==> src/rtl/hub_rsm_pkg.sv <==
package hub_rsm_pkg;

   // per-port drive codes
   typedef enum logic [1:0] {
      DRV_HIZ = 2'b00,
      DRV_J   = 2'b01,
      DRV_K   = 2'b10,
      DRV_SE0 = 2'b11
   } drive_e;

   // observed line-state codes
   localparam logic [1:0] LINE_SE0 = 2'b00;
   localparam logic [1:0] LINE_J   = 2'b01;
   localparam logic [1:0] LINE_K   = 2'b10;

   typedef enum logic [2:0] {
      SQ_IDLE,
      SQ_HOLD_K,
      SQ_FINISH_K,
      SQ_SE0,
      SQ_J,
      SQ_REST
   } seq_state_e;

endpackage

==> src/rtl/hub_rsm_sync.sv <==
module hub_rsm_sync #(
   parameter int WIDTH  = 2,
   parameter int STAGES = 2
) (
   input  logic             clk,
   input  logic             rst_n,
   input  logic [WIDTH-1:0] async_i,
   output logic [WIDTH-1:0] sync_o
);

   logic [WIDTH-1:0] stage_q [STAGES];

   generate
      for (genvar s = 0; s < STAGES; s++) begin : g_stage
         if (s == 0) begin : g_first
            always_ff @(posedge clk) begin
               if (!rst_n) stage_q[s] <= '0;
               else        stage_q[s] <= async_i;
            end
         end else begin : g_next
            always_ff @(posedge clk) begin
               if (!rst_n) stage_q[s] <= '0;
               else        stage_q[s] <= stage_q[s-1];
            end
         end
      end
   endgenerate

   assign sync_o = stage_q[STAGES-1];

endmodule

==> src/rtl/hub_rsm_detect.sv <==
module hub_rsm_detect
   import hub_rsm_pkg::*;
#(
   parameter int FILTER_CYCLES = 16
) (
   input  logic       clk,
   input  logic       rst_n,
   input  logic [1:0] line_i,
   input  logic       suspend_i,
   input  logic       busy_i,
   output logic       fire_o,
   output logic       status_o
);

   localparam int FW = $clog2(FILTER_CYCLES);
   localparam logic [FW-1:0] FILT_LAST = FW'(FILTER_CYCLES - 1);

   logic [FW-1:0] run_q;
   logic          status_q;
   logic          armed;

   assign armed  = suspend_i && !status_q && !busy_i && (line_i == LINE_K);
   assign fire_o = armed && (run_q == FILT_LAST);

   always_ff @(posedge clk) begin
      if (!rst_n) begin
         run_q    <= '0;
         status_q <= 1'b0;
      end else begin
         status_q <= suspend_i && (status_q || fire_o);
         if (armed && run_q != FILT_LAST) run_q <= run_q + 1'b1;
         else                             run_q <= '0;
      end
   end

   assign status_o = status_q;

endmodule

==> src/rtl/hub_rsm_seq.sv <==
module hub_rsm_seq
   import hub_rsm_pkg::*;
#(
   parameter int NUM_PORTS    = 4,
   parameter int BIT_CYCLES   = 8,
   parameter int K_MIN_CYCLES = 120000
) (
   input  logic                   clk,
   input  logic                   rst_n,
   input  logic [NUM_PORTS-1:0]   fire_i,
   input  logic [NUM_PORTS-1:0]   suspend_i,
   output logic [2*NUM_PORTS-1:0] drive_o,
   output logic [NUM_PORTS-1:0]   busy_o
);

   localparam int IW      = (NUM_PORTS > 1) ? $clog2(NUM_PORTS) : 1;
   localparam int KW      = $clog2(K_MIN_CYCLES);
   localparam int SE0_LEN = 2 * BIT_CYCLES;
   localparam int PW      = $clog2(SE0_LEN);
   localparam logic [KW-1:0] K_LAST   = KW'(K_MIN_CYCLES - 1);
   localparam logic [PW-1:0] SE0_LAST = PW'(SE0_LEN - 1);
   localparam logic [PW-1:0] BIT_LAST = PW'(BIT_CYCLES - 1);

   seq_state_e           state_q;
   logic [IW-1:0]        cur_q;
   logic [NUM_PORTS-1:0] pending_q;
   logic [KW-1:0]        k_cnt_q;
   logic [PW-1:0]        ph_q;

   logic [IW-1:0]        pick_idx;
   logic                 pick_vld;
   logic [NUM_PORTS-1:0] grant;
   drive_e               cur_code;
   logic [NUM_PORTS-1:0] active;

   // lowest waiting index wins
   always_comb begin
      pick_idx = '0;
      pick_vld = |pending_q;
      for (int i = NUM_PORTS - 1; i >= 0; i--) begin
         if (pending_q[i]) pick_idx = IW'(i);
      end
   end

   always_comb begin
      grant = '0;
      if (state_q == SQ_IDLE && pick_vld) grant[pick_idx] = 1'b1;
   end

   always_ff @(posedge clk) begin
      if (!rst_n) begin
         state_q   <= SQ_IDLE;
         cur_q     <= '0;
         pending_q <= '0;
         k_cnt_q   <= '0;
         ph_q      <= '0;
      end else begin
         pending_q <= (pending_q | fire_i) & ~grant;
         unique case (state_q)
            SQ_IDLE: begin
               if (pick_vld) begin
                  cur_q   <= pick_idx;
                  k_cnt_q <= '0;
                  state_q <= SQ_HOLD_K;
               end
            end
            SQ_HOLD_K: begin
               if (k_cnt_q != K_LAST) k_cnt_q <= k_cnt_q + 1'b1;
               if (!suspend_i[cur_q]) state_q <= SQ_FINISH_K;
            end
            SQ_FINISH_K: begin
               if (k_cnt_q == K_LAST) begin
                  state_q <= SQ_SE0;
                  ph_q    <= '0;
               end else begin
                  k_cnt_q <= k_cnt_q + 1'b1;
               end
            end
            SQ_SE0: begin
               if (ph_q == SE0_LAST) begin
                  state_q <= SQ_J;
                  ph_q    <= '0;
               end else begin
                  ph_q <= ph_q + 1'b1;
               end
            end
            SQ_J: begin
               if (ph_q == BIT_LAST) begin
                  state_q <= SQ_REST;
                  ph_q    <= '0;
               end else begin
                  ph_q <= ph_q + 1'b1;
               end
            end
            SQ_REST: begin
               if (ph_q == BIT_LAST) begin
                  state_q <= SQ_IDLE;
                  ph_q    <= '0;
               end else begin
                  ph_q <= ph_q + 1'b1;
               end
            end
            default: state_q <= SQ_IDLE;
         endcase
      end
   end

   always_comb begin
      unique case (state_q)
         SQ_HOLD_K, SQ_FINISH_K: cur_code = DRV_K;
         SQ_SE0:                 cur_code = DRV_SE0;
         SQ_J:                   cur_code = DRV_J;
         default:                cur_code = DRV_HIZ;
      endcase
   end

   generate
      for (genvar p = 0; p < NUM_PORTS; p++) begin : g_port
         assign active[p]       = (state_q != SQ_IDLE) && (cur_q == IW'(p));
         assign drive_o[2*p +: 2] = active[p] ? cur_code : DRV_HIZ;
         assign busy_o[p]       = pending_q[p] | active[p];
      end
   endgenerate

endmodule

==> src/rtl/hub_resume_seq.sv <==
module hub_resume_seq
   import hub_rsm_pkg::*;
#(
   parameter int NUM_PORTS    = 4,
   parameter int BIT_CYCLES   = 8,
   parameter int K_MIN_CYCLES = 120000,
   parameter int SYNC_STAGES  = 2
) (
   input  logic                   clk,
   input  logic                   rst_n,
   input  logic [2*NUM_PORTS-1:0] line_state_i,
   input  logic [NUM_PORTS-1:0]   suspend_i,
   output logic [2*NUM_PORTS-1:0] drive_o,
   output logic [NUM_PORTS-1:0]   port_enable_o,
   output logic [7:0]             resume_status_o,
   output logic                   hub_irq_o
);

   localparam int FILTER_CYCLES = 2 * BIT_CYCLES;

   generate
      if (NUM_PORTS < 1 || NUM_PORTS > 7) begin : g_bad_ports
         $error("hub_resume_seq: NUM_PORTS must be 1..7");
      end
      if (BIT_CYCLES < 1) begin : g_bad_bit
         $error("hub_resume_seq: BIT_CYCLES must be at least 1");
      end
      if (K_MIN_CYCLES < 2) begin : g_bad_kmin
         $error("hub_resume_seq: K_MIN_CYCLES must be at least 2");
      end
      if (SYNC_STAGES < 2) begin : g_bad_sync
         $error("hub_resume_seq: SYNC_STAGES must be at least 2");
      end
   endgenerate

   logic [2*NUM_PORTS-1:0] line_sync;
   logic [NUM_PORTS-1:0]   fire;
   logic [NUM_PORTS-1:0]   status;
   logic [NUM_PORTS-1:0]   busy;
   logic                   irq_q;

   hub_rsm_sync #(
      .WIDTH  (2 * NUM_PORTS),
      .STAGES (SYNC_STAGES)
   ) sync_i (
      .clk     (clk),
      .rst_n   (rst_n),
      .async_i (line_state_i),
      .sync_o  (line_sync)
   );

   generate
      for (genvar p = 0; p < NUM_PORTS; p++) begin : g_det
         hub_rsm_detect #(
            .FILTER_CYCLES (FILTER_CYCLES)
         ) det_i (
            .clk       (clk),
            .rst_n     (rst_n),
            .line_i    (line_sync[2*p +: 2]),
            .suspend_i (suspend_i[p]),
            .busy_i    (busy[p]),
            .fire_o    (fire[p]),
            .status_o  (status[p])
         );
      end
   endgenerate

   hub_rsm_seq #(
      .NUM_PORTS    (NUM_PORTS),
      .BIT_CYCLES   (BIT_CYCLES),
      .K_MIN_CYCLES (K_MIN_CYCLES)
   ) seq_i (
      .clk       (clk),
      .rst_n     (rst_n),
      .fire_i    (fire),
      .suspend_i (suspend_i),
      .drive_o   (drive_o),
      .busy_o    (busy)
   );

   always_ff @(posedge clk) begin
      if (!rst_n) irq_q <= 1'b0;
      else        irq_q <= |fire;
   end

   generate
      for (genvar b = 0; b < 8; b++) begin : g_stat
         if (b < NUM_PORTS) begin : g_used
            assign resume_status_o[b] = status[b];
         end else begin : g_unused
            assign resume_status_o[b] = 1'b0;
         end
      end
   endgenerate

   assign port_enable_o = ~busy;
   assign hub_irq_o     = irq_q;

endmodule

==> config.mk <==
export PLATFORM = sky130hd
export DESIGN_NAME = hub_resume_seq
export DESIGN_NICKNAME = d
export VERILOG_FILES = /design/src/rtl/hub_rsm_pkg.sv /design/src/rtl/hub_rsm_sync.sv /design/src/rtl/hub_rsm_detect.sv /design/src/rtl/hub_rsm_seq.sv /design/src/rtl/hub_resume_seq.sv
export SDC_FILE = /design/constraint.sdc
export NUM_CORES = 1
export LEC_CHECK = 0
export CAP_MARGIN = 5
export CORE_MARGIN = 2
export CORE_UTILIZATION = 63
export CTS_BUF_LIST = sky130_fd_sc_hd__clkbuf_8
export CTS_CLUSTER_DIAMETER = 100
export DETAILED_ROUTE_END_ITERATION = 12
export GPL_TIMING_DRIVEN = 0
export PLACE_DENSITY = 0.93
export SLEW_MARGIN = 20
export SYNTH_ARGS = -nofsm -noshare
export SYNTH_HDL_FRONTEND = slang
export SYNTH_SLANG_ARGS = --single-unit
==> constraint.sdc <==
create_clock -name clk -period 5.4 [get_ports clk]
set_clock_uncertainty 0.05 [all_clocks]
set_input_delay 1.35 -clock clk [delete_from_list [all_inputs] [get_ports clk]]
set_output_delay 1.35 -clock clk [all_outputs]
set_load 0.03 [all_outputs]
==> Word-level counts from Yosys, hierarchy flattened <==
Memory sizes are Yosys's and may differ from the RTL's.
Index checks and enable logic that the tools add are counted.
{ "totals": {"reg_bits": 51, "mem_bits_rw": 16, "output_inout_bits": 21, "elab_cells": 158, "memories": 1} }
{ "memory_table": {"columns": ["name", "depth", "word_bits", "read_ports", "rd_ports_with_merged_regs", "wr", "line", "source"], "rows": [
  ["sync_i.stage_q", 2, 8, 2, 0, 2, "hub_rsm_sync.sv:11", "logic [WIDTH-1:0] stage_q [STAGES];"]
]} }
{ "classes": {"n_addsub": 6, "magnitude_cmp": 3, "n_eq_ne": 32, "n_mux": 33, "bitwise_logic": 10, "n_reduce_logical": 59} }
{ "op_table": {"columns": ["op", "count"], "rows": [
  ["2-to-1 mux 17 bit", 3],
  ["case mux 17 bit (3 select lines)", 1],
  ["logical AND 1 bit", 30],
  ["adder 4 x 1 -> 4 bit (second input constant)", 5],
  ["equality test 4 bit (second input constant)", 5],
  ["2-to-1 mux 3 bit", 6],
  ["case mux 3 bit (6 select lines)", 1],
  ["adder 17 x 1 -> 17 bit (second input constant)", 1],
  ["equality test 17 bit (second input constant)", 1],
  ["!= test 17 bit (second input constant)", 1],
  ["2-to-1 mux 2 bit", 8],
  ["2-to-1 mux 4 bit", 4],
  ["2-to-1 mux 8 bit", 2],
  ["!= test 4 bit (second input constant)", 4],
  ["equality test 2 bit (second input constant)", 6],
  ["!= test 2 x 1 -> 1 bit (second input constant)", 6],
  ["case mux 4 bit (3 select lines)", 1],
  ["AND reduction 2 bit", 6],
  ["nonzero test 3 bit", 3],
  ["zero test 1 bit", 8],
  ["inverter 4 bit", 2],
  ["OR reduction 4 bit", 2],
  ["equality test 3 x 2 -> 1 bit (second input constant)", 2],
  ["equality test 3 bit (second input constant)", 2],
  ["19 further kinds", 33]
]} }

==> Longest topological paths before layout <==
{ "depth": {"depth_word": 11, "mapped_depth": 7} }

==> By module <==
Synthesis repeated with hierarchy kept, for this count alone.
{ "hier_totals": {"cells_unflattened": 340, "area_unflattened_um2": 3135.5} }
{ "modules_own_cells": {"columns": ["mod", "instances", "cells_each", "area_per_inst_um2", "seq_area_each_um2"], "rows": [
  ["hub_rsm_seq", 1, 208, 1702.9, 600.6],
  ["hub_rsm_detect", 4, 22, 226.5, 100.1],
  ["hub_rsm_sync", 1, 33, 446.7, 320.3],
  ["hub_resume_seq", 1, 11, 80.1, 20.0]
]} }

==> Least setup slack after synthesis <==
No wires, ideal clock.
{ "synth_path": {"kind": "register -> output", "start": "register seq_i.state_q[0]", "end": "output port drive_o[0]", "arrival_time_ns": 1.659, "path_slack_ns": 2.341, "stages_incl_launch_ff": 5, "cell_sequence": "dfxtp_1 > buf_1 > and3b_1 > a21oi_1 > nor3_1"} }
{ "synth_via": {"elab_chain_cells": 4, "elab_cells_between_ends": 9, "classes_between": "eq/ne (4); mux (2); reduce/logical (3)"} }
{ "synth_lines": {"columns": ["element", "line", "source"], "rows": [
  ["start, declared", "hub_rsm_seq.sv:24", "seq_state_e state_q;"],
  ["start signal, assigned", "hub_rsm_seq.sv:52", "state_q <= SQ_IDLE;"],
  ["start signal, assigned", "hub_rsm_seq.sv:64", "state_q <= SQ_HOLD_K;"],
  ["start signal, assigned", "hub_rsm_seq.sv:69", "if (!suspend_i[cur_q]) state_q <= SQ_FINISH_K;"],
  ["equality test 3 x 1 -> 1 bit / equality test 3 x 2 -> 1 bit (equally long branches)", "hub_rsm_seq.sv:109", "unique case (state_q)"],
  ["OR reduction 2 bit", "hub_rsm_seq.sv:109", null],
  ["case mux 2 bit (3 select lines)", "hub_rsm_seq.sv:109", null],
  ["2-to-1 mux 2 bit *", "hub_rsm_seq.sv:120", "assign drive_o[2*p +: 2] = active[p] ? cur_code : DRV_HIZ;"],
  ["end, declared", "hub_resume_seq.sv:13", "output logic [2*NUM_PORTS-1:0] drive_o,"]
]} }
Every way passes the cells marked *; elsewhere a longest branch is shown, timed or not.

==> Worst setup path after layout <==
{ "layout_path": {"start": "register seq_i.state_q[2]", "end": "output port port_enable_o[3]"} }
{ "layout_via": {"elab_chain_cells": 4} }
{ "layout_lines": {"columns": ["element", "line", "source"], "rows": [
  ["nonzero test 3 bit", "hub_rsm_seq.sv:119", "assign active[p] = (state_q != SQ_IDLE) && (cur_q == IW'(p));"],
  ["logical AND 1 bit", "hub_rsm_seq.sv:119", null],
  ["bitwise OR 1 bit", "hub_rsm_seq.sv:121", "assign busy_o[p] = pending_q[p] | active[p];"],
  ["inverter 4 bit", "hub_resume_seq.sv:96", "assign port_enable_o = ~busy;"],
  ["end, declared", "hub_resume_seq.sv:14", "output logic [NUM_PORTS-1:0] port_enable_o,"]
]} }
Every way passes these cells.

==> impl_metrics.py <==
metrics = {
    "worst_setup_path": {
        "path_class": "reg2out",
        "crit_path_end_kind": "output pin",
        "endpoint": "port_enable_o[3]",
        "required_ns": 4.00,
        "critical_path_arrival_ns": 2.58,
        "path_max_fanout": 10,
        "r2r_start": "seq_i.state_q[1]",
        "reg2regPathDepth": 6,
        "regToRegEndpoint": "seq_i.ph_q[2]",
        "r2r_slack_ns": 3.26,
        "startpoint_type": "flop",
        "crit_start": "seq_i.state_q[2]",
    },
    "floorplan": {
        "io_pins": 35,
        "die_x_um": 75.1,
        "initial_utilization_pct": 66.6,
        "die_area_mm2": 0.00564,
        "die_h_um": 75.1,
        "core_area_mm2": 0.00479,
        "row_count": 25,
    },
    "route": {
        "ant_nets": 0,
        "drtIter0Drc": 251,
        "drc_errors": 0,
        "drt-pass1-iter-count": 6,
        "routed_wl_um": 7210,
        "avgViaCountPerCell": 5.98,
        "wl_per_cell_um": 15.0,
        "dr_total_vias": 2882,
    },
    "cts": {
        "cts_root_buf": "clkbuf_8",
        "cts_setup_buffers": 0,
        "clock-sinks": 67,
        "clk_pin_slew_ns": 0.09,
        "cts_hold_buf": 0,
        "max-clock-path-buffers": 2,
        "numCtsBuffers": 9,
        "cts_tree": "built",
        "clk_latency_ns": 0.36,
        "cts_resized": 0,
        "htreeDepth": 3,
    },
    "global_route": {
        "grt_usage_pct": 27.5,
        "grt_max_degree": 17,
        "grt_pass1_wl_um": 11700,
        "grt-ovfl-total": 0,
        "grt_pass1_vias": 2628,
        "grt_antenna_before_repair": 0,
    },
    "place": {
        "place_congestion": 0.883,
        "portBuffers": 30,
        "hpwlAfterDp_um": 4960,
        "postPlaceCellArea_mm2": 0.00358,
        "dpl_worst_slack_ns": 1.88,
    },
    "logic_synthesis": {
        "synthCells": 366,
        "syn_area_mm2": 0.00319,
        "yosys-top-cells-count": "dfxtp_1 (67), nor2_1 (54), a21oi_1 (20), o21ai_0 (20), nand3_1 (18)",
        "synth_flop_cell": "dfxtp_1",
        "synth_most_common_cell": "dfxtp_1",
        "synth.area.top_cells": "dfxtp_1 (42%), nor2_1 (6.4%), and2_1 (3.3%)",
        "ys_seq_elements": 67,
        "avgSynthCellArea_um2": 8.71,
        "ys_types": 59,
        "yosys.area.top_type": "dfxtp_1",
        "synthArstFlopShare_pct": 0,
        "yosys_warnings": 0,
        "seq_area_frac_synth_pct": 42.1,
        "synth-edff-count": 0,
        "yosysTopAreaCellShare_pct": 42.1,
    },
    "pwr": {
        "pwr_density_cell_mw_per_mm2": 334,
        "p_leak_uw": 0.00141,
        "peakVddDrop_mv": 0.239,
    },
    "sta": {
        "finalCriticalPeriod_ns": 3.98,
        "tns_ns": 0,
        "rsz0062_at_grt": "no",
        "max_freq_mhz": 251,
        "setup_slack_ns": 1.42,
        "worstMarginPinSlew_ns": 0.709,
        "finalMaxSlewViolations": 0,
        "max_slew_margin_pct": 52.3,
        "finalSetupViolations": 0,
        "period_share_pct": 73.7,
        "finalHoldViolations": 0,
    },
    "final_layout": {
        "fillers": 323,
        "drive_gt1_share_pct": 10.4,
        "antennaDiodeCount": 0,
        "layout.nets": 431,
        "fin_area_mm2": 0.00378,
        "area_growth_pct": 18.6,
    },
    "min_path": {
        "hold_path_depth": 1,
        "hp-class": "reg2reg",
    },
    "flow_run": {
        "cap_violations": 0,
    },
    "outcome": {
        "outcome": "finished, final reports clean",
    },
}
[worst max-delay path, stage by stage (launching register included)]
cell	delay (ns)
dfxtp_1	0.35
or3_1	0.36
buf_2	0.20
clkbuf_1	0.26
a31oi_1	0.32
clkdlybuf4s50_1	0.72
[routing by layer]
layer | global-route usage (%) | wire [um] | part of all wire (%)
met3 | 8.70 | 551 | 7.6
met4 | 12.5 | 161 | 2.2
met2 | 44.6 | 3460 | 48
met5 | 0 | 0 | 0
met1 | 33.4 | 3030 | 42
[cell type report]
class                           instances  area (um2)  share of cell area, %
Sequential cell                        67        1340                   35.5
Clock buffer                            9         124                   3.28
Inverter                               12        45.0                   1.19
Tap cell                               67        83.8                   2.22
Timing Repair Buffer                   30         300                   7.94
Buffer                                 22         121                   3.21
Multi-Input combinational cell        268        1690                   44.7
Clock inverter                          7        73.8                   1.95
[cell usage in the layout (no fill, tap or decap), types with 3 or more instances in the layout]
| master | instances |
|---|---|
| nand3_1 | 18 |
| nor4_1 | 5 |
| clkbuf_8 | 9 |
| and3_1 | 10 |
| nand2_1 | 16 |
| or2_1 | 5 |
| dfxtp_1 | 67 |
| xor2_1 | 5 |
| nor3_1 | 5 |
| clkdlybuf4s50_1 | 30 |
| o21a_1 | 4 |
| buf_4 | 8 |
| nor2_1 | 54 |
| ha_1 | 7 |
| nor2b_1 | 3 |
| o21ai_0 | 20 |
| or3_1 | 3 |
| a31oi_1 | 6 |
| inv_6 | 4 |
| o211ai_1 | 4 |
| and2_1 | 17 |
| nand2b_1 | 5 |
| xnor2_1 | 5 |
| o211a_1 | 4 |
| clkbuf_1 | 11 |
| a21oi_1 | 20 |
| conb_1 | 4 |
| inv_1 | 12 |
| nand4_1 | 8 |
| a2111oi_4 | 3 |
[power by group]
| part | total [uW] | internal, uW | switching [uW] | leakage (uW) |
|---|---|---|---|---|
| Clock | 418 | 183 | 235 | 0.000102 |
| Sequential | 517 | 508 | 8.92 | 0.000543 |
| Combinational | 327 | 109 | 218 | 0.000767 |
| Total | 1260 | 801 | 461 | 0.00141 |
[state kept, by name (all words and copies together) (netlist names)]
register,count
hub_irq_o,1
seq_i.pending_q,4
seq_i.k_cnt_q,17
g_det.det_i.run_q,16
seq_i.cur_q,2
g_det.det_i.status_o,4
sync_i.stage_q,16
seq_i.ph_q,4
seq_i.state_q,3
[metrics by stage]
step	utilization (%)	power, uW	instances	hold WS, ns
after floorplan	-	758	369	0.362
after CTS	79.0	1260	482	0.389
final	79.0	1260	482	0.388
after detailed placement	74.8	846	466	0.367
after global routing	79.0	1310	482	0.397
after global placement	74.8	837	466	0.364
[cells by family (layout without fill, tap and decap cells)]
logic type / after synthesis / count (layout) / share of synthesized area, %
adder cells (fa/ha/maj): 7 / 7 / 2.75
AO/OA/AOI/OAI: 83 / 83 / 19.8
AND/OR/NAND/NOR: 162 / 162 / 26.3
flip-flops: 67 / 67 / 42.1
multiplexers: 2 / 2 / 1.02
XOR/XNOR: 10 / 10 / 2.75
other: 1 / 4 / 0.118
buffers and inverters: 34 / 80 / 5.22
[worst min-delay path by stage]
stage / to / slack, ns / from
2_1_floorplan: sync_i.stage_q[1][0] / 0.36 / sync_i.stage_q[0][0]
3_3_place_gp: sync_i.stage_q[1][3] / 0.36 / sync_i.stage_q[0][3]
3_5_place_dp: sync_i.stage_q[1][2] / 0.37 / sync_i.stage_q[0][2]
4_1_cts: sync_i.stage_q[1][2] / 0.39 / sync_i.stage_q[0][2]
5_1_grt: sync_i.stage_q[1][1] / 0.40 / sync_i.stage_q[0][1]
6_report: sync_i.stage_q[1][5] / 0.39 / sync_i.stage_q[0][5]
No activity file was read; power rests on OpenSTA's default activity.
